[src/rtl/can_idf_pkg.sv]
package can_idf_pkg;

  localparam int ELEM_W       = 32;
  localparam int EXT_ID_W     = 29;
  localparam int STD_ID_W     = 11;
  localparam int SLICE_W      = 8;
  localparam int SUB_PER_ELEM = 4;
  localparam int HALF_W       = ELEM_W / 2;

  typedef enum logic [1:0] {
    FMT_EXT   = 2'b00,
    FMT_STD   = 2'b01,
    FMT_SLICE = 2'b10,
    FMT_OFF   = 2'b11
  } fmt_e;

endpackage

[src/rtl/can_idf_elem.sv]
module can_idf_elem
  import can_idf_pkg::*;
(
  input  fmt_e                      fmt_i,
  input  logic [ELEM_W-1:0]         filt_i,
  input  logic [ELEM_W-1:0]         mask_i,
  input  logic [EXT_ID_W-1:0]       id_i,
  input  logic                      ide_i,
  input  logic                      rtr_i,
  output logic [SUB_PER_ELEM-1:0]   hit_o
);

  localparam int EXT_CMP_W = EXT_ID_W + 2;
  localparam int STD_CMP_W = STD_ID_W + 2;

  logic [EXT_ID_W-1:0]   key_ext;
  logic [STD_ID_W-1:0]   key_std;
  logic [SLICE_W-1:0]    key_slc;
  logic [EXT_CMP_W-1:0]  ext_diff;
  logic                  ext_hit;
  logic [1:0]            std_hit;
  logic [3:0]            slc_hit;

  // received keys: standard ids live in the low bits, extended ids use the top
  always_comb begin
    key_ext = ide_i ? id_i : {{(EXT_ID_W-STD_ID_W){1'b0}}, id_i[STD_ID_W-1:0]};
    key_std = ide_i ? id_i[EXT_ID_W-1 -: STD_ID_W] : id_i[STD_ID_W-1:0];
    key_slc = ide_i ? id_i[EXT_ID_W-1 -: SLICE_W] : id_i[STD_ID_W-1 -: SLICE_W];
  end

  // one extended filter per word: bit 29 is left out of the compare
  always_comb begin
    ext_diff = ({filt_i[31:30], filt_i[EXT_ID_W-1:0]} ^ {rtr_i, ide_i, key_ext})
             & {mask_i[31:30], mask_i[EXT_ID_W-1:0]};
    ext_hit  = ~|ext_diff;
  end

  // two standard filters, sub 0 in the upper half
  always_comb begin
    for (int s = 0; s < 2; s++) begin
      logic [HALF_W-1:0]    half_f;
      logic [HALF_W-1:0]    half_m;
      logic [STD_CMP_W-1:0] half_d;
      half_f     = filt_i[HALF_W*(1-s) +: HALF_W];
      half_m     = mask_i[HALF_W*(1-s) +: HALF_W];
      half_d     = ({half_f[15:14], half_f[STD_ID_W-1:0]} ^ {rtr_i, ide_i, key_std})
                 & {half_m[15:14], half_m[STD_ID_W-1:0]};
      std_hit[s] = ~|half_d;
    end
  end

  // four slice filters, sub 0 in the top byte
  always_comb begin
    for (int s = 0; s < 4; s++) begin
      slc_hit[s] = ~|((filt_i[SLICE_W*(3-s) +: SLICE_W] ^ key_slc)
                      & mask_i[SLICE_W*(3-s) +: SLICE_W]);
    end
  end

  always_comb begin
    unique case (fmt_i)
      FMT_EXT:   hit_o = {3'b000, ext_hit};
      FMT_STD:   hit_o = {2'b00, std_hit};
      FMT_SLICE: hit_o = slc_hit;
      default:   hit_o = '0;
    endcase
  end

endmodule

[src/rtl/can_idf_prio.sv]
module can_idf_prio #(
  parameter int NUM_SUB = 32,
  localparam int IDX_W  = $clog2(NUM_SUB)
) (
  input  logic [NUM_SUB-1:0] hit_i,
  output logic               any_o,
  output logic [IDX_W-1:0]   idx_o
);

  // lowest set bit wins: scan from the top so the last write is the lowest
  always_comb begin
    any_o = 1'b0;
    idx_o = '0;
    for (int i = NUM_SUB-1; i >= 0; i--) begin
      if (hit_i[i]) begin
        any_o = 1'b1;
        idx_o = IDX_W'(i);
      end
    end
  end

endmodule

[src/rtl/can_rxfifo_idfilt.sv]
module can_rxfifo_idfilt
  import can_idf_pkg::*;
#(
  parameter int NUM_ENTRIES = 8,
  localparam int NUM_SUB    = NUM_ENTRIES * SUB_PER_ELEM,
  localparam int IDX_W      = $clog2(NUM_SUB),
  localparam int TBL_W      = NUM_ENTRIES * ELEM_W
) (
  input  logic                 clk_i,
  input  logic                 rst_ni,
  input  logic [1:0]           fmt_sel_i,
  input  logic [TBL_W-1:0]     filt_tbl_i,
  input  logic [TBL_W-1:0]     mask_tbl_i,
  input  logic                 rx_valid_i,
  input  logic [EXT_ID_W-1:0]  rx_id_i,
  input  logic                 rx_ide_i,
  input  logic                 rx_rtr_i,
  output logic                 acc_o,
  output logic [IDX_W-1:0]     acc_idx_o
);

  fmt_e                    fmt;
  logic [SUB_PER_ELEM-1:0] ent_hit [NUM_ENTRIES];
  logic [NUM_SUB-1:0]      hit_vec;
  logic                    any_hit;
  logic [IDX_W-1:0]        enc_idx;
  logic                    acc_d, acc_q;
  logic [IDX_W-1:0]        idx_d, idx_q;
  logic                    idx_en;

  assign fmt = fmt_e'(fmt_sel_i);

  for (genvar e = 0; e < NUM_ENTRIES; e++) begin : g_elem
    can_idf_elem u_elem (
      .fmt_i  (fmt),
      .filt_i (filt_tbl_i[ELEM_W*e +: ELEM_W]),
      .mask_i (mask_tbl_i[ELEM_W*e +: ELEM_W]),
      .id_i   (rx_id_i),
      .ide_i  (rx_ide_i),
      .rtr_i  (rx_rtr_i),
      .hit_o  (ent_hit[e])
    );
  end

  // flatten per-word hits into one vector ordered by reported index
  always_comb begin
    hit_vec = '0;
    unique case (fmt)
      FMT_EXT: begin
        for (int e = 0; e < NUM_ENTRIES; e++) hit_vec[e] = ent_hit[e][0];
      end
      FMT_STD: begin
        for (int e = 0; e < NUM_ENTRIES; e++)
          for (int s = 0; s < 2; s++) hit_vec[2*e+s] = ent_hit[e][s];
      end
      FMT_SLICE: begin
        for (int e = 0; e < NUM_ENTRIES; e++)
          for (int s = 0; s < SUB_PER_ELEM; s++)
            hit_vec[SUB_PER_ELEM*e+s] = ent_hit[e][s];
      end
      default: hit_vec = '0;
    endcase
  end

  can_idf_prio #(.NUM_SUB(NUM_SUB)) u_prio (
    .hit_i (hit_vec),
    .any_o (any_hit),
    .idx_o (enc_idx)
  );

  // next state
  always_comb begin
    idx_en = rx_valid_i;
    acc_d  = rx_valid_i & any_hit;
    idx_d  = any_hit ? enc_idx : '0;
  end

  // registers
  always_ff @(posedge clk_i or negedge rst_ni) begin
    if (!rst_ni) begin
      acc_q <= 1'b0;
      idx_q <= '0;
    end else begin
      acc_q <= acc_d;
      if (idx_en) idx_q <= idx_d;
    end
  end

  assign acc_o     = acc_q;
  assign acc_idx_o = idx_q;

  // assertion support: no set hit below the encoded index
  logic lower_clr;
  always_comb begin
    lower_clr = 1'b1;
    for (int j = 0; j < NUM_SUB; j++)
      if ((j < int'(enc_idx)) && hit_vec[j]) lower_clr = 1'b0;
  end

  AST_ACC_AFTER_STROBE: assert property (@(posedge clk_i) disable iff (!rst_ni)
    acc_o |-> $past(rx_valid_i));

  AST_IDX_HOLD: assert property (@(posedge clk_i) disable iff (!rst_ni)
    !rx_valid_i |=> $stable(acc_idx_o));

  AST_OFF_REJECT: assert property (@(posedge clk_i) disable iff (!rst_ni)
    (rx_valid_i && fmt_sel_i == 2'b11) |=> !acc_o);

  AST_EXT_IDX_RANGE: assert property (@(posedge clk_i) disable iff (!rst_ni)
    (rx_valid_i && fmt_sel_i == 2'b00) |=> (acc_idx_o < IDX_W'(NUM_ENTRIES)));

  AST_STD_IDX_RANGE: assert property (@(posedge clk_i) disable iff (!rst_ni)
    (rx_valid_i && fmt_sel_i == 2'b01) |=> (acc_idx_o < IDX_W'(2*NUM_ENTRIES)));

  AST_PRIO_LOWEST: assert property (@(posedge clk_i) disable iff (!rst_ni)
    any_hit |-> (hit_vec[enc_idx] && lower_clr));

endmodule

[config.mk]
export PLATFORM = sky130hd
export DESIGN_NAME = can_rxfifo_idfilt
export DESIGN_NICKNAME = d
export VERILOG_FILES = /design/src/rtl/can_idf_pkg.sv /design/src/rtl/can_idf_elem.sv /design/src/rtl/can_idf_prio.sv /design/src/rtl/can_rxfifo_idfilt.sv
export SDC_FILE = /design/constraint.sdc
export NUM_CORES = 1
export LEC_CHECK = 0
export BUFFER_PORTS_ARGS = -buffer_cell sky130_fd_sc_hd__buf_2
export CAP_MARGIN = 30
export CORE_AREA = 2 2 217 219
export CTS_CLUSTER_SIZE = 30
export DETAILED_ROUTE_END_ITERATION = 8
export DIE_AREA = 0 0 219 221
export PLACE_DENSITY = 0.52
export SETUP_SLACK_MARGIN = 0.05
export SLEW_MARGIN = 10
export SYNTH_ARGS = -nofsm -noshare
export SYNTH_HDL_FRONTEND = slang
export SYNTH_SLANG_ARGS = --single-unit
[constraint.sdc]
create_clock -name clk_i -period 0.96 [get_ports clk_i]
set_input_delay 0.192 -clock clk_i [delete_from_list [all_inputs] [get_ports clk_i]]
set_output_delay 0.192 -clock clk_i [all_outputs]
set_load 0.05 [all_outputs]
==> results.cfg <==
[global_routing]
grt_max_degree = 19
grt_pass1_wl_um = 126000
globalRouteOverflowTotal = 0
antenna_found_initial = 2
first_global_vias = 18100
track_usage_pct = 35.7

[layout]
drive_gt1_share_pct = 50.9
nets = 3257
fin_util_pct = 48.0
stdcell_count = 3311
fillCellCount = 4665
area_growth_pct = 84.3

[job]
maxCapViolCount = 0

[cts]
cts.htree.levels = 1
clock_tree.root_cell = clkbuf_16
clock_latency_ns = 0.23
clock_sinks = 6
cts_tree = built
numCtsBuffers = 3
clk_pin_slew_worst_paths_ns = 0.03
cts_buffer_depth = 2

[sta]
setup_viol = 12
fmax_ghz = 0.345
min_period_ns = 2.90
fin_worst_skew_ns = 0
slew_viol_final = 0
relSlewSlack_pct = 62.3
worstMarginPinSlew_ns = 0.566
hold_violations = 0
grt_setup_unrepaired = yes
period_share_pct = 302
fin_ws_ns = -1.94
finalSetupTns_ns = -11.79

[placement]
place_ws_ns = -2.45
gp_congestion = 1.03
io_buffers = 553
dp_cells = 3227
dp_hpwl_um = 77100

[floorplanning]
die_x_um = 219
core_um2 = 46100
dieHeight_um = 221
io_pins = 554
start_util_pct = 26.1
die_area_um2 = 48400
rows = 79

[synth]
synth_seq_cells = 6
netlist_area_um2 = 12000
synth_warnings = 0
synth_edf_count = 0
syn_inst = 1520
synth_nets = 2072
synthDistinctLibCells = 77
synth-main-ff-cell = dfrtp_1
ys_seq_area_share_pct = 1.25
syn_avg_cell_area_um2 = 7.90
async_flop_share_pct = 100

[setup_path]
cp_max_fo = 7
worstPathRequired_ns = 1.09
crit_type = input pin to flip-flop
cp-end-kind = flip-flop
worst_ep_arrival_time_ns = 3.03
reg2reg_slack_ns = -0.32
start_kind = input pin

[outcome]
status = complete, but fails checks
violations = negative setup slack

[detailed_routing]
via_per_inst = 5.40
drc_errors = 0
drtIter0Drc = 1757
antenna_left = 0
first_pass_iters = 7
wirelength_um = 90700
wl_per_cell_um = 27.4
vias = 17900

[power_and_ir_drop]
p_leak_nw = 10.0
ir_drop_mv = 0.632
power_density_nw_per_um2 = 671

[min_path]
hold_path.class = input pin to flip-flop
cells in the mapped netlist (14+ instances only):
master | n | area share (%)
a22oi_1 | 160 | 10
nand2b_1 | 40 | 2.1
buf_2 | 19 | 0.79
mux2i_1 | 55 | 4.6
inv_1 | 15 | 0.47
a21oi_1 | 43 | 1.8
buf_4 | 28 | 1.8
nand3_1 | 29 | 1.2
nand4_1 | 32 | 1.7
nand2_1 | 93 | 2.9
o21ai_0 | 29 | 1.2
xnor2_1 | 509 | 37
a222oi_1 | 41 | 3.4
xor2_1 | 124 | 9.0
a22o_1 | 27 | 2.0
a221oi_1 | 44 | 3.2
a21boi_0 | 14 | 0.88
path summary, 6_finish.rpt:
| check | to | startpoint | cells past startpoint |
|---|---|---|---|
| worst max-delay path | acc_idx_o[3] | rx_ide_i | 16 |
| worst min-delay path | acc_idx_o[2] | rx_valid_i | 3 |
| worst max register to register | acc_idx_o[0] | acc_idx_o[0] | 5 |
| worst min register to register | acc_idx_o[3] | acc_idx_o[3] | 3 |
| max in group asynchronous | acc_idx_o[4] | rst_ni | 2 |
| min in group asynchronous | acc_idx_o[2] | rst_ni | 2 |
metrics by stage:
stage                     hold WS [ns]  power (mW)  instance area, µm²
final                            0.275        14.8               22100
after CTS                        0.274        14.3               21600
after global routing             0.300        15.5               22100
after floorplan                 -0.104        6.04               12000
after global placement          0.0384        12.8               20400
after detailed placement        0.0386        12.8               20400
power by group:
group / internal [mW] / leakage, nW / switching, mW
Clock: 0.534 / 0.0370 / 0.138
Combinational: 6.94 / 9.90 / 6.87
Sequential: 0.307 / 0.0788 / 0.0551
Total: 7.78 / 10.0 / 7.06
cell usage in the layout, fill, tap and decap left out, drive strengths merged, types with 7 or more instances in the layout:
cell | synthesis | layout
buf | 62 | 1253
xnor2 | 509 | 509
a22oi | 160 | 160
xor2 | 124 | 124
nand2 | 111 | 111
mux2i | 61 | 61
a221oi | 44 | 44
a21oi | 43 | 43
a222oi | 41 | 41
nand2b | 40 | 40
o21ai | 37 | 37
nand4 | 32 | 32
nand3 | 29 | 29
a22o | 27 | 27
inv | 15 | 15
a21boi | 14 | 14
nor2 | 13 | 13
and3 | 13 | 13
a2111oi | 12 | 12
a211oi | 11 | 11
and3b | 9 | 9
o211ai | 9 | 9
and4 | 8 | 8
nor4 | 8 | 8
a31oi | 7 | 7
kinds of logic (layout without fill, tap and decap cells):
kind of cell    count (synthesis)  after routing  synth area share (%)
flops                           6              6                  1.25
other cells                     0              1                     0
fa+ha+maj                       4              4                 0.417
buf+inv                        91           1274                  5.00
compound gates                437            437                  27.9
simple gates                  285            285                  13.3
mux                            64             64                  5.92
xor+xnor                      633            633                  46.2
metal layers:
layer	wire, µm	up-vias	GRT usage [%]
met5	26	-	0
met2	41900	989	60.0
met3	6930	211	4.49
met1	37000	8648	45.8
met4	4870	4	14.9
li1	-	8043	-
layout make-up:
class / count / area, µm² / area share, %
multi-input combinational: 1423 / 12000 / 54.1
timing repair buffer: 1255 / 9120 / 41.2
tap: 607 / 759 / 3.43
sequential: 6 / 150 / 0.679
clock buffer: 3 / 75.1 / 0.339
inverter: 16 / 60.1 / 0.271
antenna: 1 / 2.50 / 0.0113
critical path, cell delays in order:
cell and delay (ns):
buf_12 0.11, buf_12 0.12, buf_12 0.13, mux2i_4 0.28, buf_4 0.15, buf_6 0.10, buf_16 0.12, xnor2_2 0.10
a222oi_1 0.08, and3_4 0.20, o21a_1 0.20, o211a_1 0.26, a311o_1 0.38, a211oi_4 0.23, nand2_1 0.11, o31ai_1 0.24
sequential cells by signal, indices dropped and copies added, names as in the netlist:
name       count
acc_idx_o      5
acc_o          1
what timing repair did:
item | CTS | global route
gates cloned | 4 | 0
buffers inserted | 47 | 32
hold buffers | 1 | 0
endpoints found under the hold margin | 6 | 0
gates resized for setup | 111 | 68
pin swaps | 32 | 41
endpoints found under the setup margin | 12 | 12
No activity file was read; power rests on OpenSTA's default activity.
